===== src/rtl/mscan_pkg.sv =====
// Shared constants and types for the monochrome scanout block.
// Assumes the memory port always returns 16-bit words.
package mscan_pkg;
    localparam int WORD_BITS  = 16;
    localparam int WORD_BYTES = WORD_BITS / 8;
    typedef logic [WORD_BITS-1:0] word_t;
endpackage


===== src/rtl/vid_raster.sv =====
// Raster timing generator: dot and line counters with registered
// active-low blanking and sync outputs and the frame-start pulse.
// Assumes HS_START >= H_ACTIVE and HS_START+HS_WIDTH <= H_TOTAL.
// After reset the raster starts at the first line below the displayed area.
module vid_raster
    import mscan_pkg::*;
#(
    parameter int H_ACTIVE = 512,
    parameter int H_TOTAL  = 704,
    parameter int HS_START = 526,
    parameter int HS_WIDTH = 178,
    parameter int V_ACTIVE = 342,
    parameter int V_FRONT  = 0,
    parameter int V_SYNC   = 4,
    parameter int V_BACK   = 24
) (
    input  logic clk,
    input  logic rst_n,
    output logic word_tick,
    output logic disp_active,
    output logic frame_restart,
    output logic hblank_n,
    output logic vblank_n,
    output logic hsync_n,
    output logic vsync_n,
    output logic frame_start
);
    localparam int V_TOTAL  = V_ACTIVE + V_FRONT + V_SYNC + V_BACK;
    localparam int VS_START = V_ACTIVE + V_FRONT;
    localparam int HCW      = $clog2(H_TOTAL);
    localparam int VCW      = $clog2(V_TOTAL);
    localparam int SHW      = $clog2(WORD_BITS);

    logic [HCW-1:0] h_q;
    logic [VCW-1:0] v_q;
    logic line_end, frame_end, h_vis, v_vis, h_sync, v_sync, vs_first;

    // Decode the current raster position into regions.
    always_comb begin
        line_end      = (int'(h_q) == H_TOTAL - 1);
        frame_end     = (int'(v_q) == V_TOTAL - 1);
        h_vis         = (int'(h_q) < H_ACTIVE);
        v_vis         = (int'(v_q) < V_ACTIVE);
        h_sync        = (int'(h_q) >= HS_START) && (int'(h_q) < HS_START + HS_WIDTH);
        v_sync        = (int'(v_q) >= VS_START) && (int'(v_q) < VS_START + V_SYNC);
        vs_first      = (h_q == '0) && (int'(v_q) == VS_START);
        disp_active   = h_vis && v_vis;
        word_tick     = disp_active && (h_q[SHW-1:0] == '0);
        frame_restart = (h_q == '0) && (int'(v_q) == V_ACTIVE);
    end

    // Advance the dot counter, and the line counter at each line end.
    always_ff @(posedge clk) begin
        if (!rst_n) begin
            h_q <= '0;
            v_q <= VCW'(V_ACTIVE);
        end else if (line_end) begin
            h_q <= '0;
            v_q <= frame_end ? '0 : v_q + 1'b1;
        end else begin
            h_q <= h_q + 1'b1;
        end
    end

    // Register the timing outputs, aligned with the serializer's pixel.
    always_ff @(posedge clk) begin
        if (!rst_n) begin
            hblank_n    <= 1'b0;
            vblank_n    <= 1'b0;
            hsync_n     <= 1'b1;
            vsync_n     <= 1'b1;
            frame_start <= 1'b0;
        end else begin
            hblank_n    <= h_vis;
            vblank_n    <= v_vis;
            hsync_n     <= !h_sync;
            vsync_n     <= !v_sync;
            frame_start <= vs_first;
        end
    end

    assert_hsync_in_blank_R2: assert property (@(posedge clk) disable iff (!rst_n)
        !hsync_n |-> !hblank_n);
    assert_vsync_in_blank_R4: assert property (@(posedge clk) disable iff (!rst_n)
        !vsync_n |-> !vblank_n);
    assert_pulse_in_vsync_R9: assert property (@(posedge clk) disable iff (!rst_n)
        frame_start |-> (!vsync_n && !vblank_n));
    assert_pulse_single_R9: assert property (@(posedge clk) disable iff (!rst_n)
        frame_start |=> !frame_start);
    assert_line_wrap_R1: assert property (@(posedge clk) disable iff (!rst_n)
        line_end |=> (h_q == '0));
endmodule


===== src/rtl/vid_fetch.sv =====
// Frame-buffer fetcher: walks the frame window one word at a time and
// keeps one prefetched word ready for the serializer.
// Assumes grants arrive within WORD_BITS dots of a request, and that
// 'restart' occurs only after every word of the frame has been fetched.
module vid_fetch
    import mscan_pkg::*;
#(
    parameter int          ADDR_W      = 24,
    parameter logic [23:0] BASE_ADDR   = 24'h9F9A80,
    parameter int          FRAME_WORDS = 10944
) (
    input  logic              clk,
    input  logic              rst_n,
    input  logic              restart,
    input  logic              take,
    output logic              mem_req,
    output logic [ADDR_W-1:0] mem_addr,
    input  logic              mem_gnt,
    input  word_t             mem_rdata,
    output word_t             buf_word,
    output logic              buf_full
);
    localparam int                CW   = $clog2(FRAME_WORDS + 1);
    localparam logic [ADDR_W-1:0] BASE = ADDR_W'(BASE_ADDR);
    localparam logic [ADDR_W-1:0] STEP = ADDR_W'(WORD_BYTES);

    logic [CW-1:0]     fetched_q;
    logic [ADDR_W-1:0] addr_q;
    logic              all_done, accept;

    // Request while the buffer is empty and the frame is not complete.
    always_comb begin
        all_done = (int'(fetched_q) == FRAME_WORDS);
        mem_req  = rst_n && !buf_full && !all_done;
        accept   = mem_req && mem_gnt;
        mem_addr = addr_q;
    end

    // Track the fetch pointer and fill or drain the one-word buffer.
    always_ff @(posedge clk) begin
        if (!rst_n || restart) begin
            fetched_q <= '0;
            addr_q    <= BASE;
            buf_full  <= 1'b0;
            if (!rst_n) buf_word <= '0;
        end else if (accept) begin
            fetched_q <= fetched_q + 1'b1;
            addr_q    <= addr_q + STEP;
            buf_word  <= mem_rdata;
            buf_full  <= 1'b1;
        end else if (take) begin
            buf_full  <= 1'b0;
        end
    end

    assert_req_hold_R8: assert property (@(posedge clk) disable iff (!rst_n || restart)
        (mem_req && !mem_gnt) |=> (mem_req && $stable(mem_addr)));
    assert_addr_step_R7: assert property (@(posedge clk) disable iff (!rst_n || restart)
        accept |=> (mem_addr == $past(mem_addr) + STEP));
    assert_count_limit_R7: assert property (@(posedge clk) disable iff (!rst_n)
        int'(fetched_q) <= FRAME_WORDS);
endmodule


===== src/rtl/vid_serializer.sv =====
// Pixel serializer: loads a word at each word boundary and shifts it
// out most significant bit first; forces black outside the display area.
// Assumes 'load' only occurs during the displayed area.
module vid_serializer
    import mscan_pkg::*;
(
    input  logic  clk,
    input  logic  rst_n,
    input  logic  load,
    input  logic  active,
    input  word_t word_in,
    output logic  pix
);
    word_t sh_q;

    // Shift one bit per dot and register the visible pixel.
    always_ff @(posedge clk) begin
        if (!rst_n) begin
            sh_q <= '0;
            pix  <= 1'b0;
        end else if (load) begin
            pix  <= word_in[WORD_BITS-1];
            sh_q <= {word_in[WORD_BITS-2:0], 1'b0};
        end else begin
            pix  <= active && sh_q[WORD_BITS-1];
            sh_q <= {sh_q[WORD_BITS-2:0], 1'b0};
        end
    end
endmodule


===== src/rtl/mono_scanout.sv =====
// Monochrome frame-buffer scanout top: raster timing, frame-buffer
// fetch and pixel serializer. Assumes H_ACTIVE is a multiple of 16
// and that the memory grants requests promptly enough to keep one word ahead.
module mono_scanout
    import mscan_pkg::*;
#(
    parameter int          H_ACTIVE  = 512,
    parameter int          H_TOTAL   = 704,
    parameter int          HS_START  = 526,
    parameter int          HS_WIDTH  = 178,
    parameter int          V_ACTIVE  = 342,
    parameter int          V_FRONT   = 0,
    parameter int          V_SYNC    = 4,
    parameter int          V_BACK    = 24,
    parameter int          ADDR_W    = 24,
    parameter logic [23:0] BASE_ADDR = 24'h9F9A80
) (
    input  logic              clk,
    input  logic              rst_n,
    output logic              mem_req,
    output logic [ADDR_W-1:0] mem_addr,
    input  logic              mem_gnt,
    input  logic [15:0]       mem_rdata,
    output logic              pix_out,
    output logic              hblank_n,
    output logic              vblank_n,
    output logic              hsync_n,
    output logic              vsync_n,
    output logic              frame_start
);
    localparam int FRAME_WORDS = H_ACTIVE * V_ACTIVE / WORD_BITS;

    logic  word_tick, disp_active, frame_restart, buf_full;
    word_t buf_word;

    vid_raster #(
        .H_ACTIVE(H_ACTIVE), .H_TOTAL(H_TOTAL),
        .HS_START(HS_START), .HS_WIDTH(HS_WIDTH),
        .V_ACTIVE(V_ACTIVE), .V_FRONT(V_FRONT),
        .V_SYNC(V_SYNC),     .V_BACK(V_BACK)
    ) u_raster (
        .clk(clk), .rst_n(rst_n),
        .word_tick(word_tick), .disp_active(disp_active),
        .frame_restart(frame_restart),
        .hblank_n(hblank_n), .vblank_n(vblank_n),
        .hsync_n(hsync_n), .vsync_n(vsync_n),
        .frame_start(frame_start)
    );

    vid_fetch #(
        .ADDR_W(ADDR_W), .BASE_ADDR(BASE_ADDR), .FRAME_WORDS(FRAME_WORDS)
    ) u_fetch (
        .clk(clk), .rst_n(rst_n),
        .restart(frame_restart), .take(word_tick),
        .mem_req(mem_req), .mem_addr(mem_addr),
        .mem_gnt(mem_gnt), .mem_rdata(mem_rdata),
        .buf_word(buf_word), .buf_full(buf_full)
    );

    vid_serializer u_ser (
        .clk(clk), .rst_n(rst_n),
        .load(word_tick), .active(disp_active),
        .word_in(buf_word), .pix(pix_out)
    );

    assert_black_in_blank_R6: assert property (@(posedge clk) disable iff (!rst_n)
        (!hblank_n || !vblank_n) |-> !pix_out);
    assert_no_underrun_R5: assert property (@(posedge clk) disable iff (!rst_n)
        $rose(buf_full) |-> !word_tick);
endmodule


===== config.mk =====
export PLATFORM = sky130hd
export DESIGN_NAME = mono_scanout
export DESIGN_NICKNAME = d
export VERILOG_FILES = /design/src/rtl/mscan_pkg.sv /design/src/rtl/vid_raster.sv /design/src/rtl/vid_fetch.sv /design/src/rtl/vid_serializer.sv /design/src/rtl/mono_scanout.sv
export SDC_FILE = /design/constraint.sdc
export NUM_CORES = 1
export LEC_CHECK = 0
export ABC_CLOCK_PERIOD_IN_PS = 4700
export CORE_MARGIN = 4
export CORE_UTILIZATION = 40
export DETAILED_ROUTE_END_ITERATION = 7
export DONT_BUFFER_PORTS = 1
export GPL_TIMING_DRIVEN = 0
export HOLD_SLACK_MARGIN = 0.15
export PLACE_DENSITY = 0.6
export SYNTH_ARGS = -nofsm -noshare
export SYNTH_HDL_FRONTEND = slang
export SYNTH_SLANG_ARGS = --single-unit

===== constraint.sdc =====
create_clock -name clk -period 4.7 [get_ports clk]
set_input_delay 0 -clock clk [delete_from_list [all_inputs] [get_ports clk]]
set_output_delay 0 -clock clk [all_outputs]
set_load 0.02 [all_outputs]

Yosys cells after proc, flatten, opt, wreduce, memory -nomap -nowiden
Index checks and enable logic that the tools add are counted.
Widths: inputs -> output; s select.

cells by class
  $add $sub $neg = 4
  order comparisons = 6
  eq/ne operators = 5
  mux-type cells = 8
  bitwise logic cells = 1
  reductions and logical operators = 21

operators by type and width
  operator               count
  $mux 16                4
  $add 24x2->24 const B  1
  $lt 10x10->1 const B   2
  $eq 9x9->1 const B     2
  $lt 9x9->1 const B     2
  $add 14x1->14 const B  1
  $eq 14x14->1 const B   1
  $add 10x1->10 const B  1
  $eq 10x10->1 const B   1
  $ge 10x10->1 const B   1
  $logic_not 10->1       1
  $add 9x1->9 const B    1
  $ge 9x9->1 const B     1
  $logic_and 1x1->1      9
  $mux 9                 1
  $logic_not 1->1        5
  $logic_not 4->1        1
  $reduce_bool 2->1      2
  $mux 1                 3
  $ne 2x2->1 const B     1
  $reduce_and 2->1       1
  $reduce_or 2->1        1
  $logic_or 1x1->1       1
  $not 1->1              1

word-level totals
  flip-flop bits (word level) = 96
  bits of input ports = 19
  output and inout bits = 31

Depth between registers and ports, before layout
  word-level depth = 6
  mapped depth = 9
  depth with buffers taken out = 6

Modules after synthesis
A second synthesis with hierarchy kept.

unflattened totals
  cell total of the unflattened synthesis = 464
  area, all modules = 4413.0 µm²

modules (own cells, without submodules)
  module          instances  cells an instance  area an instance (µm²)  seq. area each (µm²)
  vid_fetch       1          276                2645.0                  1241.2
  vid_raster      1          137                1159.9                  480.5
  vid_serializer  1          51                 608.1                   320.3

Worst setup path before layout
Ideal clock, no wire load.

  path type = reg2reg
  start point = register u_fetch.buf_full
  end point = register u_fetch.buf_word[0] (enable)
  data arrival time = 2274 ps
  required time = 4289 ps
  slack = 2015 ps
  cell stages (with the launch flop) = 6
  clock period less this slack = 2685 ps
  cell sequence = dfxtp_1 -> and3b_1 -> clkbuf_1 -> clkbuf_1 -> nand2_1 -> o21ai_0

on the way
  word-level cells in the longest chain between the ends = 6

ends and longest elaborated chain
  element                             RTL line         RTL
  start: declaration                  vid_fetch.sv:21  output logic buf_full
  start signal: assignment            vid_fetch.sv:44  buf_full <= 1'b0;
  start signal: assignment            vid_fetch.sv:50  buf_full <= 1'b1;
  start signal: assignment            vid_fetch.sv:52  buf_full <= 1'b0;
  $logic_not 1->1                     vid_fetch.sv:34  mem_req = rst_n && !buf_full && !all_done;
  $logic_and 1x1->1 (2 in series)     vid_fetch.sv:34
  $logic_and 1x1->1                   vid_fetch.sv:35  accept = mem_req && mem_gnt;
  $reduce_bool 2->1 (no source line)  -
  $reduce_and 2->1 (no source line)   -
  end signal: assignment              vid_fetch.sv:49  buf_word <= mem_rdata;
  end: declaration                    vid_fetch.sv:20  output word_t buf_word,

No other way between the ends.
A chain may end at the register's enable or synchronous reset.

Worst setup path after layout
  start point = register u_fetch.fetched_q[0]
  end point = output mem_req

on the way
  word-level cells in the longest chain between the ends = 3

ends and longest elaborated chain
  element                   RTL line            RTL
  start: declaration        vid_fetch.sv:27     logic [CW-1:0] fetched_q;
  start signal: assignment  vid_fetch.sv:47     fetched_q <= fetched_q + 1'b1;
  $eq 14x14->1              vid_fetch.sv:33     all_done = (int'(fetched_q) == FRAME_WORDS);
  $logic_not 1->1           vid_fetch.sv:34
  $logic_and 1x1->1         vid_fetch.sv:34
  end: declaration          mono_scanout.sv:20  output logic mem_req,

No other way between the ends.

==> results.yml <==
outcome:
  status: "completed"
setup_path:
  worst-path-buf-inv: 4
  worst_r2r_path_depth: 6
  worstPathCellList: "inv_1, ha_1, nor2b_1, and4_1, buf_2, buf_2, buf_2, nor3_1"
  cp_data_required_time_ns: 4.70
  path_delay_family: "simple AND/OR/NAND/NOR gates"
  cp-start-kind: "flop"
  cp_slowest_cell: "nor3_1"
  timing.critical_path.arrival_ns: 2.45
  end_kind: "primary output"
  cpMostUsedCell: "buf_2"
  critPathKind: "flop to primary output"
  crit_start: "u_fetch.fetched_q[0]"
  worstReg2RegStart: "u_fetch.buf_full"
  cp.depth: 8
  critPathMaxFanout: 10
  critPathMaxStageDelay_ns: 0.61
floorplan:
  start_util_pct: 41.8
  io_pins: 50
  fp-row-count: 37
  die-area_um2: 12700
  core-area_um2: 10500
  die_y_um: 113
  die_w_um: 113
layout:
  fillers: 1048
  layout.nets: 534
  antenna_cells: 0
  stdcell_area_um2: 4940
  area_delta_synth_final_pct: 13.0
  drive_gt1_share_pct: 6.82
synth:
  yosys-top-cells-area: "dfxtp_1 (36%), edfxtp_1 (11%), nand3_1 (5.4%)"
  synth_nets: 503
  synth_area_per_cell_um2: 9.17
  async_flop_share_pct: 0
  synth_ff_type: "dfxtp_1"
  synthMostInstantiatedCell: "dfxtp_1"
  ys_types: 57
  synth_area_leader_cell: "dfxtp_1"
  ys_seq_area_share_pct: 46.7
  synth_edf_count: 16
  synth_area_um2: 4370
  synthCells: 477
  synth_warnings: 0
  ys_ff_latch: 94
  synth_commonest_cells: "dfxtp_1 (78), nand3_1 (47), a21oi_1 (39)"
  synth_top_area_share_pct: 35.7
worst_hold_path:
  worstHoldStart: "mem_gnt"
  whs_path_depth: 5
  hold_class: "primary input to flop"
timing:
  slew_headroom_pct: 48.8
  fmax_mhz: 408
  fin_hold_ws_ns: 0.306
  rsz0062_at_grt: "false"
  post-route-period-util_pct: 52.1
  finalHoldViolations: 0
  setup_tns_ns: 0
  setup_viol: 0
  skew_ns: 0.0124
  tightest_slew_ns: 0.762
  finalCriticalPeriod_ns: 2.45
  slew_violations: 0
  fin_ws_ns: 2.25
clock_tree:
  clock_latency_ns: 0.35
  clock-sinks: 94
  cts_buffers: 9
  cts_buffer_depth: 2
  cts_tree: "done"
  hold_buffers: 19
  cts_root_buf: "clkbuf_8"
  cts_htree_levels: 3
  cts_resized: 0
  post_cts_buffers: 0
  clk_pin_slew_ns: 0.10
drt:
  dr.pass1.iters: 4
  drt_iter0_markers: 165
  drc: 0
  wire_per_inst_um: 15.8
  ant_nets: 0
  vias: 3645
  vias_per_cell: 5.62
  drt-total-wl_um: 10300
place:
  place_hpwl_um: 7280
  post_dp_cell_area_um2: 4550
  numPortBuffers: 0
  dp_slack_ns: 2.27
  finalWeightedCongestion: 0.832
global_route:
  track_usage_pct: 16.3
  overflow: 0
  grt_pass1_wl_um: 17300
  grt_max_degree: 18
  antenna_found_initial: 0
  first_global_vias: 3491
flow_run:
  cap_violations: 0
power:
  powerDensity_nw_per_um2: 304
  leakage_nw: 1.69
  max-vdd-ir-drop_v: 0.000166
[placed cells by master (no fill, tap or decap), types with 3 or more instances in the layout]
cell	synthesis	routed
nor2b_1	4	4
and3_1	9	9
a21oi_1	39	39
nor2_1	21	21
nand4_1	18	18
and4_1	8	8
o21ai_0	12	11
or4_4	3	3
edfxtp_1	16	16
clkbuf_8	0	9
or3_1	8	8
nand2_1	22	22
inv_1	11	11
nor4_1	4	4
ha_1	7	7
and2_1	23	23
xnor2_1	4	4
dlygate4sd3_1	0	19
o21ai_1	19	20
o31a_1	3	3
nor3_1	4	4
clkbuf_1	18	19
o21a_1	3	3
or4_1	18	18
buf_6	3	3
xor2_1	9	9
nand3_1	47	47
dfxtp_1	78	78
o31ai_1	20	20
buf_2	9	9
[cell type report]
class                           count  area (µm²)  share of cell area, %
Timing Repair Buffer               20         198                   4.00
Clock buffer                       10         128                   2.58
Clock inverter                      6        75.1                   1.52
Tap cell                          136         170                   3.44
Buffer                             33         161                   3.27
Sequential cell                    94        2040                   41.3
Inverter                           11        41.3                  0.835
Multi-Input combinational cell    339        2130                   43.1
[worst reg2reg max path: stages, from the launching register on]
cell and delay [ns]:
dfxtp_1 0.35, and3b_1 0.21, clkbuf_1 0.27, clkbuf_1 0.44
nand2_1 0.18, o21ai_1 0.39, buf_4 0.29
[sequential cells by signal, indices dropped and copies added (netlist names)]
name,flops
u_raster.h_q,10
u_raster.v_q,9
u_fetch.mem_addr,23
u_fetch.buf_word,16
u_raster.vsync_n,1
u_raster.vblank_n,1
u_raster.hsync_n,1
u_ser.sh_q,15
u_fetch.buf_full,1
u_raster.frame_start,1
u_fetch.fetched_q,14
u_ser.pix,1
u_raster.hblank_n,1
[routing by layer]
metal,global-route usage (%),share of wire [%]
met5,0,0
met4,5.37,1.1
met3,4.15,6.9
met2,26.7,47
met1,21.1,45
[stage by stage]
stage	std cells	utilization, %	power [mW]
floorplan	477	-	0.927
global placement	613	43.4	0.950
detailed placement	614	43.5	0.952
CTS	649	47.2	1.52
global route	649	47.2	1.57
finish	649	47.2	1.50
[power by group]
| group | internal [mW] | switching, mW |
|---|---|---|
| clock | 0.255 | 0.303 |
| combinational | 0.0347 | 0.0616 |
| sequential | 0.839 | 0.0110 |
| total | 1.13 | 0.375 |
[path summary, 6_finish.rpt]
path,end,slack [ns]
worst min-delay path,u_fetch.mem_addr[9],0.31
worst max-delay path,mem_req,2.25
worst max register to register,u_fetch.buf_word[2],2.29
worst min register to register,u_ser.sh_q[4],0.46
[kinds of logic (layout without fill, tap and decap cells)]
family                     count (synthesis)  after routing  synth area share [%]
and+or+nand+nor                          204            204                  27.6
adders and majority gates                  7              7                  2.00
muxes                                      1              1                 0.229
other                                      1              1                0.0858
AOI/OAI and AO/OA                        113            113                  16.2
xor gates and xnor gates                  13             13                  2.60
DFF                                       94             94                  46.7
buffers and inverters                     44             80                  4.64
(Power assumes the default switching activity.)
